**src/rtl/mbw_pkg.sv**
```systemverilog
package mbw_pkg;
   localparam int unsigned WORD_W    = 32;
   localparam int unsigned LANES     = WORD_W / 8;
   localparam int unsigned CORE_W    = 10;
   localparam int unsigned CMD_W     = 64;
   localparam int unsigned PAY_LSB   = 32;
   localparam int unsigned KEEP_LSB  = 27;
   localparam int unsigned CORE_LSB  = 16;
   localparam int unsigned MBOX_SKIP = 32'h20;

   typedef enum logic [2:0] {
      ST_IDLE,
      ST_RD,
      ST_RD_WAIT,
      ST_WR,
      ST_WR_WAIT,
      ST_DONE
   } mbw_state_e;
endpackage

```
**src/rtl/mbw_decode.sv**
```systemverilog
module mbw_decode
   import mbw_pkg::*;
#(
   parameter int unsigned OFS_W     = 12,
   parameter int unsigned MAIL_OFS  = 12'h048,
   parameter int unsigned ANY_OFS   = 12'h158,
   parameter int unsigned ID_BASE   = 0,
   parameter int unsigned NUM_CORES = 4,
   parameter int unsigned ADDR_W    = 16,
   parameter int unsigned MBOX_BASE = 16'h1000
) (
   input  logic [OFS_W-1:0]  ofs,
   input  logic              is64,
   input  logic [CMD_W-1:0]  cmd,
   output logic              hit,
   output logic              core_ok,
   output logic              need_rd,
   output logic [LANES-1:0]  keep,
   output logic [WORD_W-1:0] pay,
   output logic [CORE_W-1:0] core_id,
   output logic [ADDR_W-1:0] tgt_addr
);
   localparam logic [CORE_W:0]   ID_END   = CORE_W'(ID_BASE) + (CORE_W+1)'(NUM_CORES);
   localparam logic [ADDR_W-1:0] MBOX_W0  = ADDR_W'(MBOX_BASE + MBOX_SKIP);

   logic hit_mail, hit_any, lo_ok, hi_ok;
   logic [2:0] word_sel;
   logic unused_cmd;

   assign hit_mail = is64 && (ofs == OFS_W'(MAIL_OFS));
   assign hit_any  = is64 && (ofs == OFS_W'(ANY_OFS));
   assign hit      = hit_mail || hit_any;

   assign core_id  = cmd[CORE_LSB +: CORE_W];
   assign keep     = cmd[KEEP_LSB +: LANES];
   assign pay      = cmd[PAY_LSB +: WORD_W];
   assign need_rd  = |keep;
   assign word_sel = cmd[4:2];
   assign unused_cmd = ^{cmd[31], cmd[26]};

   generate
      if (ID_BASE == 0) begin : g_lo_free
         assign lo_ok = 1'b1;
      end else begin : g_lo_cmp
         assign lo_ok = core_id >= CORE_W'(ID_BASE);
      end
   endgenerate

   assign hi_ok   = {1'b0, core_id} < ID_END;
   assign core_ok = lo_ok && hi_ok;

   generate
      if (ADDR_W == 16) begin : g_addr_exact
         assign tgt_addr = hit_mail ? (MBOX_W0 + {11'd0, word_sel, 2'b00}) : cmd[15:0];
      end else begin : g_addr_wide
         assign tgt_addr = hit_mail ? (MBOX_W0 + {{(ADDR_W-5){1'b0}}, word_sel, 2'b00})
                                    : {{(ADDR_W-16){1'b0}}, cmd[15:0]};
      end
   endgenerate
endmodule

```
**src/rtl/mbw_merge.sv**
```systemverilog
module mbw_merge
   import mbw_pkg::*;
(
   input  logic [WORD_W-1:0] old_word,
   input  logic [WORD_W-1:0] new_word,
   input  logic [LANES-1:0]  keep,
   output logic [WORD_W-1:0] merged
);
   for (genvar i = 0; i < LANES; i++) begin : g_lane
      assign merged[8*i +: 8] = keep[i] ? old_word[8*i +: 8] : new_word[8*i +: 8];
   end
endmodule

```
**src/rtl/mbw_seq.sv**
```systemverilog
module mbw_seq
   import mbw_pkg::*;
(
   input  logic clk,
   input  logic rst_n,
   input  logic fire,
   input  logic act,
   input  logic bad_core,
   input  logic need_rd,
   input  logic req_ready,
   input  logic rsp_valid,
   output logic busy,
   output logic req_valid,
   output logic req_write,
   output logic capture,
   output logic resp_valid,
   output logic resp_err
);
   mbw_state_e st, st_nx;
   logic err_q;

   always_comb begin
      st_nx = st;
      unique case (st)
         ST_IDLE:    if (fire) st_nx = act ? (need_rd ? ST_RD : ST_WR) : ST_DONE;
         ST_RD:      if (req_ready) st_nx = ST_RD_WAIT;
         ST_RD_WAIT: if (rsp_valid) st_nx = ST_WR;
         ST_WR:      if (req_ready) st_nx = ST_WR_WAIT;
         ST_WR_WAIT: if (rsp_valid) st_nx = ST_DONE;
         ST_DONE:    st_nx = ST_IDLE;
         default:    st_nx = ST_IDLE;
      endcase
   end

   always_ff @(posedge clk or negedge rst_n) begin
      if (!rst_n) begin
         st    <= ST_IDLE;
         err_q <= 1'b0;
      end else begin
         st <= st_nx;
         if (st == ST_IDLE && fire) err_q <= bad_core;
      end
   end

   assign busy       = (st != ST_IDLE);
   assign req_valid  = (st == ST_RD) || (st == ST_WR);
   assign req_write  = (st == ST_WR);
   assign capture    = (st == ST_RD_WAIT) && rsp_valid;
   assign resp_valid = (st == ST_DONE);
   assign resp_err   = (st == ST_DONE) && err_q;


   resp_pulse_chk: assert property (@(posedge clk) disable iff (!rst_n)
      resp_valid |=> !resp_valid);

   busy_hold_chk: assert property (@(posedge clk) disable iff (!rst_n)
      (busy && !resp_valid) |=> busy);

   busy_rise_chk: assert property (@(posedge clk) disable iff (!rst_n)
      (!busy && fire) |=> busy);
endmodule

```
**src/rtl/mbox_remote_writer.sv**
```systemverilog
module mbox_remote_writer
   import mbw_pkg::*;
#(
   parameter int unsigned OFS_W     = 12,
   parameter int unsigned MAIL_OFS  = 12'h048,
   parameter int unsigned ANY_OFS   = 12'h158,
   parameter int unsigned ID_BASE   = 0,
   parameter int unsigned NUM_CORES = 4,
   parameter int unsigned ADDR_W    = 16,
   parameter int unsigned MBOX_BASE = 16'h1000
) (
   input  logic              clk,
   input  logic              rst_n,
   input  logic              cmd_valid,
   input  logic              cmd_is64,
   input  logic [OFS_W-1:0]  cmd_offset,
   input  logic [63:0]       cmd_data,
   output logic              busy,
   output logic              resp_valid,
   output logic              resp_err,
   output logic              dn_req_valid,
   input  logic              dn_req_ready,
   output logic              dn_req_write,
   output logic [ADDR_W-1:0] dn_req_addr,
   output logic [9:0]        dn_req_id,
   output logic [3:0]        dn_be,
   output logic [31:0]       dn_wdata,
   input  logic              dn_rsp_valid,
   input  logic [31:0]       dn_rdata
);
   localparam int unsigned ID_LIMIT = ID_BASE + NUM_CORES;

   generate
      if (NUM_CORES < 1 || ID_LIMIT > (1 << CORE_W)) begin : g_bad_cores
         $error("core range does not fit the 10-bit core field");
      end
      if (ADDR_W < 16) begin : g_bad_addr
         $error("ADDR_W must hold a 16-bit register offset");
      end
      if (MAIL_OFS == ANY_OFS || MAIL_OFS >= (1 << OFS_W) || ANY_OFS >= (1 << OFS_W)) begin : g_bad_ofs
         $error("command offsets must differ and fit OFS_W");
      end
   endgenerate

   logic              hit, core_ok, need_rd, fire, capture;
   logic [LANES-1:0]  keep, keep_q;
   logic [WORD_W-1:0] pay, wdata_q, merged;
   logic [CORE_W-1:0] core_id, id_q;
   logic [ADDR_W-1:0] tgt_addr, addr_q;

   mbw_decode #(
      .OFS_W(OFS_W), .MAIL_OFS(MAIL_OFS), .ANY_OFS(ANY_OFS),
      .ID_BASE(ID_BASE), .NUM_CORES(NUM_CORES),
      .ADDR_W(ADDR_W), .MBOX_BASE(MBOX_BASE)
   ) i_decode (
      .ofs(cmd_offset), .is64(cmd_is64), .cmd(cmd_data),
      .hit(hit), .core_ok(core_ok), .need_rd(need_rd), .keep(keep),
      .pay(pay), .core_id(core_id), .tgt_addr(tgt_addr)
   );

   assign fire = cmd_valid && !busy;

   mbw_seq i_seq (
      .clk(clk), .rst_n(rst_n), .fire(fire),
      .act(hit && core_ok), .bad_core(hit && !core_ok), .need_rd(need_rd),
      .req_ready(dn_req_ready), .rsp_valid(dn_rsp_valid),
      .busy(busy), .req_valid(dn_req_valid), .req_write(dn_req_write),
      .capture(capture), .resp_valid(resp_valid), .resp_err(resp_err)
   );

   mbw_merge i_merge (
      .old_word(dn_rdata), .new_word(wdata_q), .keep(keep_q), .merged(merged)
   );

   always_ff @(posedge clk or negedge rst_n) begin
      if (!rst_n) begin
         addr_q  <= '0;
         id_q    <= '0;
         keep_q  <= '0;
         wdata_q <= '0;
      end else if (fire) begin
         addr_q  <= tgt_addr;
         id_q    <= core_id;
         keep_q  <= keep;
         wdata_q <= pay;
      end else if (capture) begin
         wdata_q <= merged;
      end
   end

   assign dn_req_addr = addr_q;
   assign dn_req_id   = id_q;
   assign dn_wdata    = wdata_q;
   assign dn_be       = '1;


   req_hold_chk: assert property (@(posedge clk) disable iff (!rst_n)
      (dn_req_valid && !dn_req_ready) |=> (dn_req_valid && $stable(dn_req_write)
         && $stable(dn_req_addr) && $stable(dn_wdata)));

   id_range_chk: assert property (@(posedge clk) disable iff (!rst_n)
      dn_req_valid |-> ({1'b0, dn_req_id} >= (CORE_W+1)'(ID_BASE)
                        && {1'b0, dn_req_id} < (CORE_W+1)'(ID_LIMIT)));

   read_keep_chk: assert property (@(posedge clk) disable iff (!rst_n)
      (dn_req_valid && !dn_req_write) |-> (keep_q != '0));

   err_strobe_chk: assert property (@(posedge clk) disable iff (!rst_n)
      resp_err |-> resp_valid);

   idle_quiet_chk: assert property (@(posedge clk) disable iff (!rst_n)
      !busy |-> (!dn_req_valid && !resp_valid));
endmodule

```
**config.mk**
```make
export PLATFORM = sky130hd
export DESIGN_NAME = mbox_remote_writer
export DESIGN_NICKNAME = d
export VERILOG_FILES = /design/src/rtl/mbw_pkg.sv /design/src/rtl/mbw_decode.sv /design/src/rtl/mbw_merge.sv /design/src/rtl/mbw_seq.sv /design/src/rtl/mbox_remote_writer.sv
export SDC_FILE = /design/constraint.sdc
export NUM_CORES = 1
export LEC_CHECK = 0
export BUFFER_PORTS_ARGS = -buffer_cell sky130_fd_sc_hd__buf_2
export CAP_MARGIN = 0
export CORE_MARGIN = 2
export CORE_UTILIZATION = 44
export CTS_CLUSTER_DIAMETER = 150
export DETAILED_ROUTE_END_ITERATION = 16
export HOLD_SLACK_MARGIN = 0.15
export PLACE_DENSITY = 0.87
export SETUP_SLACK_MARGIN = 0.02
export SLEW_MARGIN = 20
export SYNTH_ARGS = -nofsm -noshare
export SYNTH_HDL_FRONTEND = slang
export SYNTH_SLANG_ARGS = --single-unit
export TNS_END_PERCENT = 5
```
**constraint.sdc**
```tcl
create_clock -name clk -period 1.7 [get_ports clk]
set_input_delay 0.255 -clock clk [delete_from_list [all_inputs] [get_ports clk]]
set_output_delay 0.255 -clock clk [all_outputs]
set_load 0.05 [all_outputs]
```
=== Word-level counts from Yosys, hierarchy flattened ===
Cells that the tools add are included.

* Register bits after elaboration: 66
* Input port bits: 114
* Output and inout port bits: 67
* Word-level logic and storage cells: 63

* Add/subtract/negate cells: 1
* Order comparisons: 1
* Eq/ne operators: 12
* Multiplexer cells: 15
* Reductions and logical operators: 25

{| class="wikitable"
|+ Operator list
! kind !! number
|-
| 32-bit 2-to-1 mux || 2
|-
| 8-bit 2-to-1 mux || 4
|-
| 3-bit 2-to-1 mux || 6
|-
| 16-bit 2-to-1 mux || 1
|-
| 3-bit one-hot mux with 5 select lines || 1
|-
| 13-bit by 5-bit adder with 14-bit output (first input constant) || 1
|-
| 12-bit by 7-bit == test with 1-bit output (second input constant) || 1
|-
| 12-bit by 9-bit == test with 1-bit output (second input constant) || 1
|-
| 10-bit by 3-bit less-than comparator with 1-bit output (second input constant) || 1
|-
| 2-bit nonzero test || 5
|-
| 1-bit logical AND || 8
|-
| 2-bit inequality test (second input constant) || 4
|-
| 2-bit AND reduction || 4
|-
| 3-bit by 2-bit == test with 1-bit output (second input constant) || 2
|-
| 3-bit == test (second input constant) || 2
|-
| 5-bit AND reduction || 1
|-
| 4-bit OR reduction || 1
|-
| 3-bit by 1-bit == test with 1-bit output (second input constant) || 1
|-
| 3-bit logical NOT || 1
|-
| 3-bit nonzero test || 1
|-
| 1-bit logical NOT || 2
|-
| 1-bit logical OR || 2
|-
| 2-bit 2-to-1 mux || 1
|-
| 2-bit by 1-bit inequality test with 1-bit output (second input constant) || 1
|}

=== Logic depth before layout (Yosys ltp) ===
* Depth after elaboration: 7
* Mapped depth: 7
* Depth with buffers taken out: 4

=== By module ===
From an unflattened synthesis, not the netlist that was laid out.

* Cell total of the unflattened synthesis: 333
* Area total of the unflattened synthesis: 4,493.1 µm²

{| class="wikitable"
|+ Modules (own cells, without submodules)
! module !! instances !! cells an instance !! area an instance (µm²) !! sequential area each (µm²)
|-
| mbox_remote_writer || 1 || 176 || 3,012.9 || 1,551.5
|-
| mbw_decode || 1 || 87 || 664.4 || 0.0
|-
| mbw_merge || 1 || 36 || 525.5 || 0.0
|-
| mbw_seq || 1 || 34 || 290.3 || 100.1
|}

=== Worst setup path after synthesis ===
No wires, ideal clock.

* Path kind: register to register
* Start: register i_seq.st[0]
* End: register i_seq.st[2]
* Setup time: 0.095 ns
* Arrival time: 2.129 ns
* Required time: 1.605 ns
* Slack: -0.525 ns
* Cell stages (with the launch flop): 6
* Period minus slack after synthesis: 2.225 ns
* Cells stage by stage: dfrtp_1 > buf_2 > nor2b_1 > and2_1 > a21oi_1 > o31ai_1

* Elaborated cells on any way between the ends: 15
* Those cells by class: 9 x eq/ne; 1 x mux; 5 x reduce/logical

{| class="wikitable"
|+ RTL lines
! what !! RTL line !! source
|-
| start: declaration || mbw_seq.sv:19 || <nowiki>mbw_state_e st, st_nx;</nowiki>
|-
| start signal: assignment || mbw_seq.sv:40 || <nowiki>st <= st_nx;</nowiki>
|-
| 3-bit by 2-bit == test with 1-bit output * || -- ||
|-
| net dn_req_write || mbox_remote_writer.sv:23 || <nowiki>output logic dn_req_write,</nowiki>
|-
| 2-bit inequality test (no line) || -- ||
|-
| 5-bit AND reduction (no line) || -- ||
|}

Mark *: on every way through the listed nets, which the timed path passes. The rest lies on a longest branch.
A chain may end at the register's enable or synchronous reset.

=== Worst setup path after layout ===
* Start: register i_seq.st[2]
* End: register wdata_q[29] (netlist: dn_wdata[29])

* Cells in the longest elaborated chain, start to end: 5
* Elaborated cells on any way between the ends: 9
* Those cells by class: 1 x eq/ne; 1 x mux; 7 x reduce/logical

{| class="wikitable"
|+ RTL lines
! what !! RTL line !! source
|-
| 3-bit nonzero test || mbw_seq.sv:45 || <nowiki>assign busy = (st != ST_IDLE);</nowiki>
|-
| 1-bit logical NOT || mbox_remote_writer.sv:61 || <nowiki>assign fire = cmd_valid && !busy;</nowiki>
|-
| 1-bit logical AND || mbox_remote_writer.sv:61 ||
|-
| 2-bit nonzero test (no line) || -- ||
|-
| 2-bit AND reduction (no line) || -- ||
|-
| end signal: assignment || mbox_remote_writer.sv:85 || <nowiki>wdata_q <= pay;</nowiki>
|-
| end signal: assignment || mbox_remote_writer.sv:87 || <nowiki>wdata_q <= merged;</nowiki>
|-
| end: declaration || mbox_remote_writer.sv:47 || <nowiki>logic [WORD_W-1:0] pay, wdata_q, merged;</nowiki>
|}

Several ways; a longest one is shown, not always the timed one.

==> flow_summary.toml <==
[timing]
setup_ws_ns = 0.03775
period_minus_slack_ns = 1.662
timing.setup.tns_ns = 0
period_share_pct = 97.78
setup-violations-final = 0
skew_ns = 0.007127
clock.fmax_mhz = 601.6
rsz0062_at_grt = "true"
maxSlewViolCount = 0
report.final.hold_viol_count = 0

[final_layout]
multiInputGateArea_um2 = 1285
fin_cells = 612
fin_nets = 625
final_util_pct = 69.93
area_growth_pct = 53.41
layout-drive-gt1-share_pct = 43.60
register_area_um2 = 1655
fill_cells = 491
n_antenna_cell = 0

[synth]
synth.cell_area_um2 = 3097
synth_top_cell_by_area = "dfrtp_1"
ys_seq_area_share_pct = 53.33
yosysMostFrequentCell = "nand2_1"
syn_inst = 295
netlist_top_cells_area = "dfrtp_1 (53%), mux2i_1 (11%), nand2_1 (11%), o21ai_1 (5.7%), a22o_1 (3.1%)"
ys.flop_type = "dfrtp_1"
ys_warn_count = 0
synthArstFlopShare_pct = 100.0
synth-edff-count = 0
postSynthAreaPerCell_um2 = 10.50
synth_seq_cells = 66
yosysTopAreaCellShare_pct = 53.33
yosysUniqueCellTypes = 37
yosys-top-cells-count = "nand2_1 (88), dfrtp_1 (66), o21ai_1 (35)"

[critical_path]
regToRegSetupSlack_ns = 0.04
cp-start-kind = "flop"
cp.arrival_ns = 1.88
r2r_start = "i_seq.st[2]"
critPathKind = "flop to flop"
end_kind = "flop"
reg2regPathDepth = 6
critPathLaunch = "i_seq.st[2]"
rr_endpoint = "dn_wdata[29]"
worstPathMaxFanout = 13
worstPathRequired_ns = 1.92

[min_path]
min_from = "dn_rdata[19]"
hold_class = "input port to flop"
hold_depth = 3
holdPathEnd = "dn_wdata[19]"

[route]
drc = 0
routed_wl_um = 8642
ant_nets = 0
wl_per_cell_um = 14.12
dr.pass1.iters = 4
vias = 2961
viasPerCell = 4.838
drt_iter0_drc = 88

[global_routing]
grt_max_degree = 67
grt_pass1_vias = 2913
grt_use_total_pct = 21.80
gr-usage-met2_pct = 39.53
grt_pass1_wl_um = 12970
met1_usage_pct = 23.40
grt_antenna_before_repair = 0
overflow = 0
top_usage_layer = "met2"
grt_use_met3_pct = 6.880

[floorplan]
coreArea_um2 = 6794
die_x_um = 87.89
start_util_pct = 45.58
row_count = 30
die_area_um2 = 7725
io_pins = 181
die-height_um = 87.89

[run_status]
outcome = "finished clean"

[cts]
htreeDepth = 3
cts_tree = "done"
numClockSinks = 66
numCtsBuffers = 9
path_clk_slew_ns = 0.07
clock_path_buffers = 2
cts_root_buffer = "clkbuf_8"
clk_latency_ns = 0.33

[placement]
dp_hpwl_um = 5792
place_congestion = 0.8367
dp_cells = 560
place_ws_ns = 0.09496
port-buffer-count = 174

[power_and_ir_drop]
power_density_nw_per_um2 = 2036
leakagePower_nw = 2.442
ir_drop_mv = 1.306
total_power_mw = 9.672

[job]
cap_violations = 0
==> sequential cells by signal, indices dropped and copies added, names as in the netlist <==
| name | flops |
|---|---|
| dn_req_addr | 16 |
| dn_req_id | 10 |
| dn_wdata | 32 |
| i_seq.err_q | 1 |
| i_seq.st | 3 |
| keep_q | 4 |
==> worst max-delay path: stages (launching register included) <==
cell and delay, ns:
dfrtp_2 0.43, buf_6 0.13, nor4b_4 0.30, buf_6 0.19, clkbuf_16 0.19, mux2i_1 0.22, o21ai_1 0.08
==> cell families after synthesis <==
kind of cell / Yosys count / share of synthesized area, %
XOR/XNOR: 1 / 0.2829
AND/OR/NAND/NOR: 109 / 15.84
other: 1 / 0.1211
multiplexers: 34 / 11.03
buffers and inverters: 24 / 6.262
flip-flops: 66 / 53.33
AO/OA/AOI/OAI: 60 / 13.13
==> metrics by stage <==
step           hold slack [ns]  instance area [um^2]
3_3_place_gp            0.2922                  4064
3_5_place_dp            0.2948                  4064
5_1_grt                 0.1865                  4751
2_1_floorplan         -0.04059                  3120
4_1_cts                 0.1751                  4679
6_report                0.1959                  4751
==> layout make-up <==
type	count	area share [%]
flip-flops and latches	66	34.84
repair buffers	223	30.05
multi-input cells	208	27.05
clock buffers	11	3.187
well taps	96	2.528
clock inverters	5	2.107
inverters	3	0.2370
==> report_power, final <==
group	switching, mW	internal, mW	total (mW)
sequential	0.401	2.28	2.68
clock	0.575	1.05	1.62
combinational	3.78	1.59	5.36
total	4.75	4.92	9.67
==> what timing repair did <==
item / in CTS / in global routing
endpoints found under the hold margin: 96 / 0
pin swaps: 1 / 4
gates resized for setup: 7 / 7
setup buffers: 3 / 1
endpoints found under the setup margin: 4 / 35
gates cloned: 0 / 1
hold buffers: 31 / 0
==> cell usage in the layout, fill, tap and decap left out, drive strengths merged, types with 2 or more instances in the layout <==
| cell | synthesis | routed |
|---|---|---|
| nor2 | 4 | 4 |
| a21oi | 3 | 3 |
| o31a | 2 | 2 |
| o211ai | 4 | 4 |
| buf | 20 | 191 |
| a22o | 11 | 11 |
| nor4b | 3 | 3 |
| nor2b | 2 | 2 |
| nor3 | 2 | 2 |
| o21ai | 36 | 36 |
| dfrtp | 66 | 66 |
| clkinv | 0 | 2 |
| nor4 | 2 | 2 |
| bufinv | 0 | 3 |
| nor3b | 2 | 2 |
| conb | 1 | 4 |
| nand2 | 88 | 88 |
| clkbuf | 1 | 12 |
| and2 | 2 | 2 |
| mux2i | 33 | 33 |
| inv | 3 | 3 |
| dlygate4sd3 | 0 | 31 |
==> per-layer routing <==
layer / vias up / part of all wire [%]
met5: - / 0
met4: 0 / 1.6
met3: 13 / 9.1
met2: 138 / 51
met1: 1375 / 38
li1: 1435 / -
==> worst max path at each step <==
stage                         endpoint  slack (ns)  cells after the start
after floorplan               resp_err       -0.08                      4
after global routing      dn_wdata[28]       -0.06                      6
after CTS                 dn_wdata[16]        0.02                      6
after detailed placement  dn_wdata[10]        0.09                      5
after global placement    dn_wdata[14]        0.14                      5
final                     dn_wdata[29]        0.04                      6
Note: power is estimated with default switching activity, not from simulation.
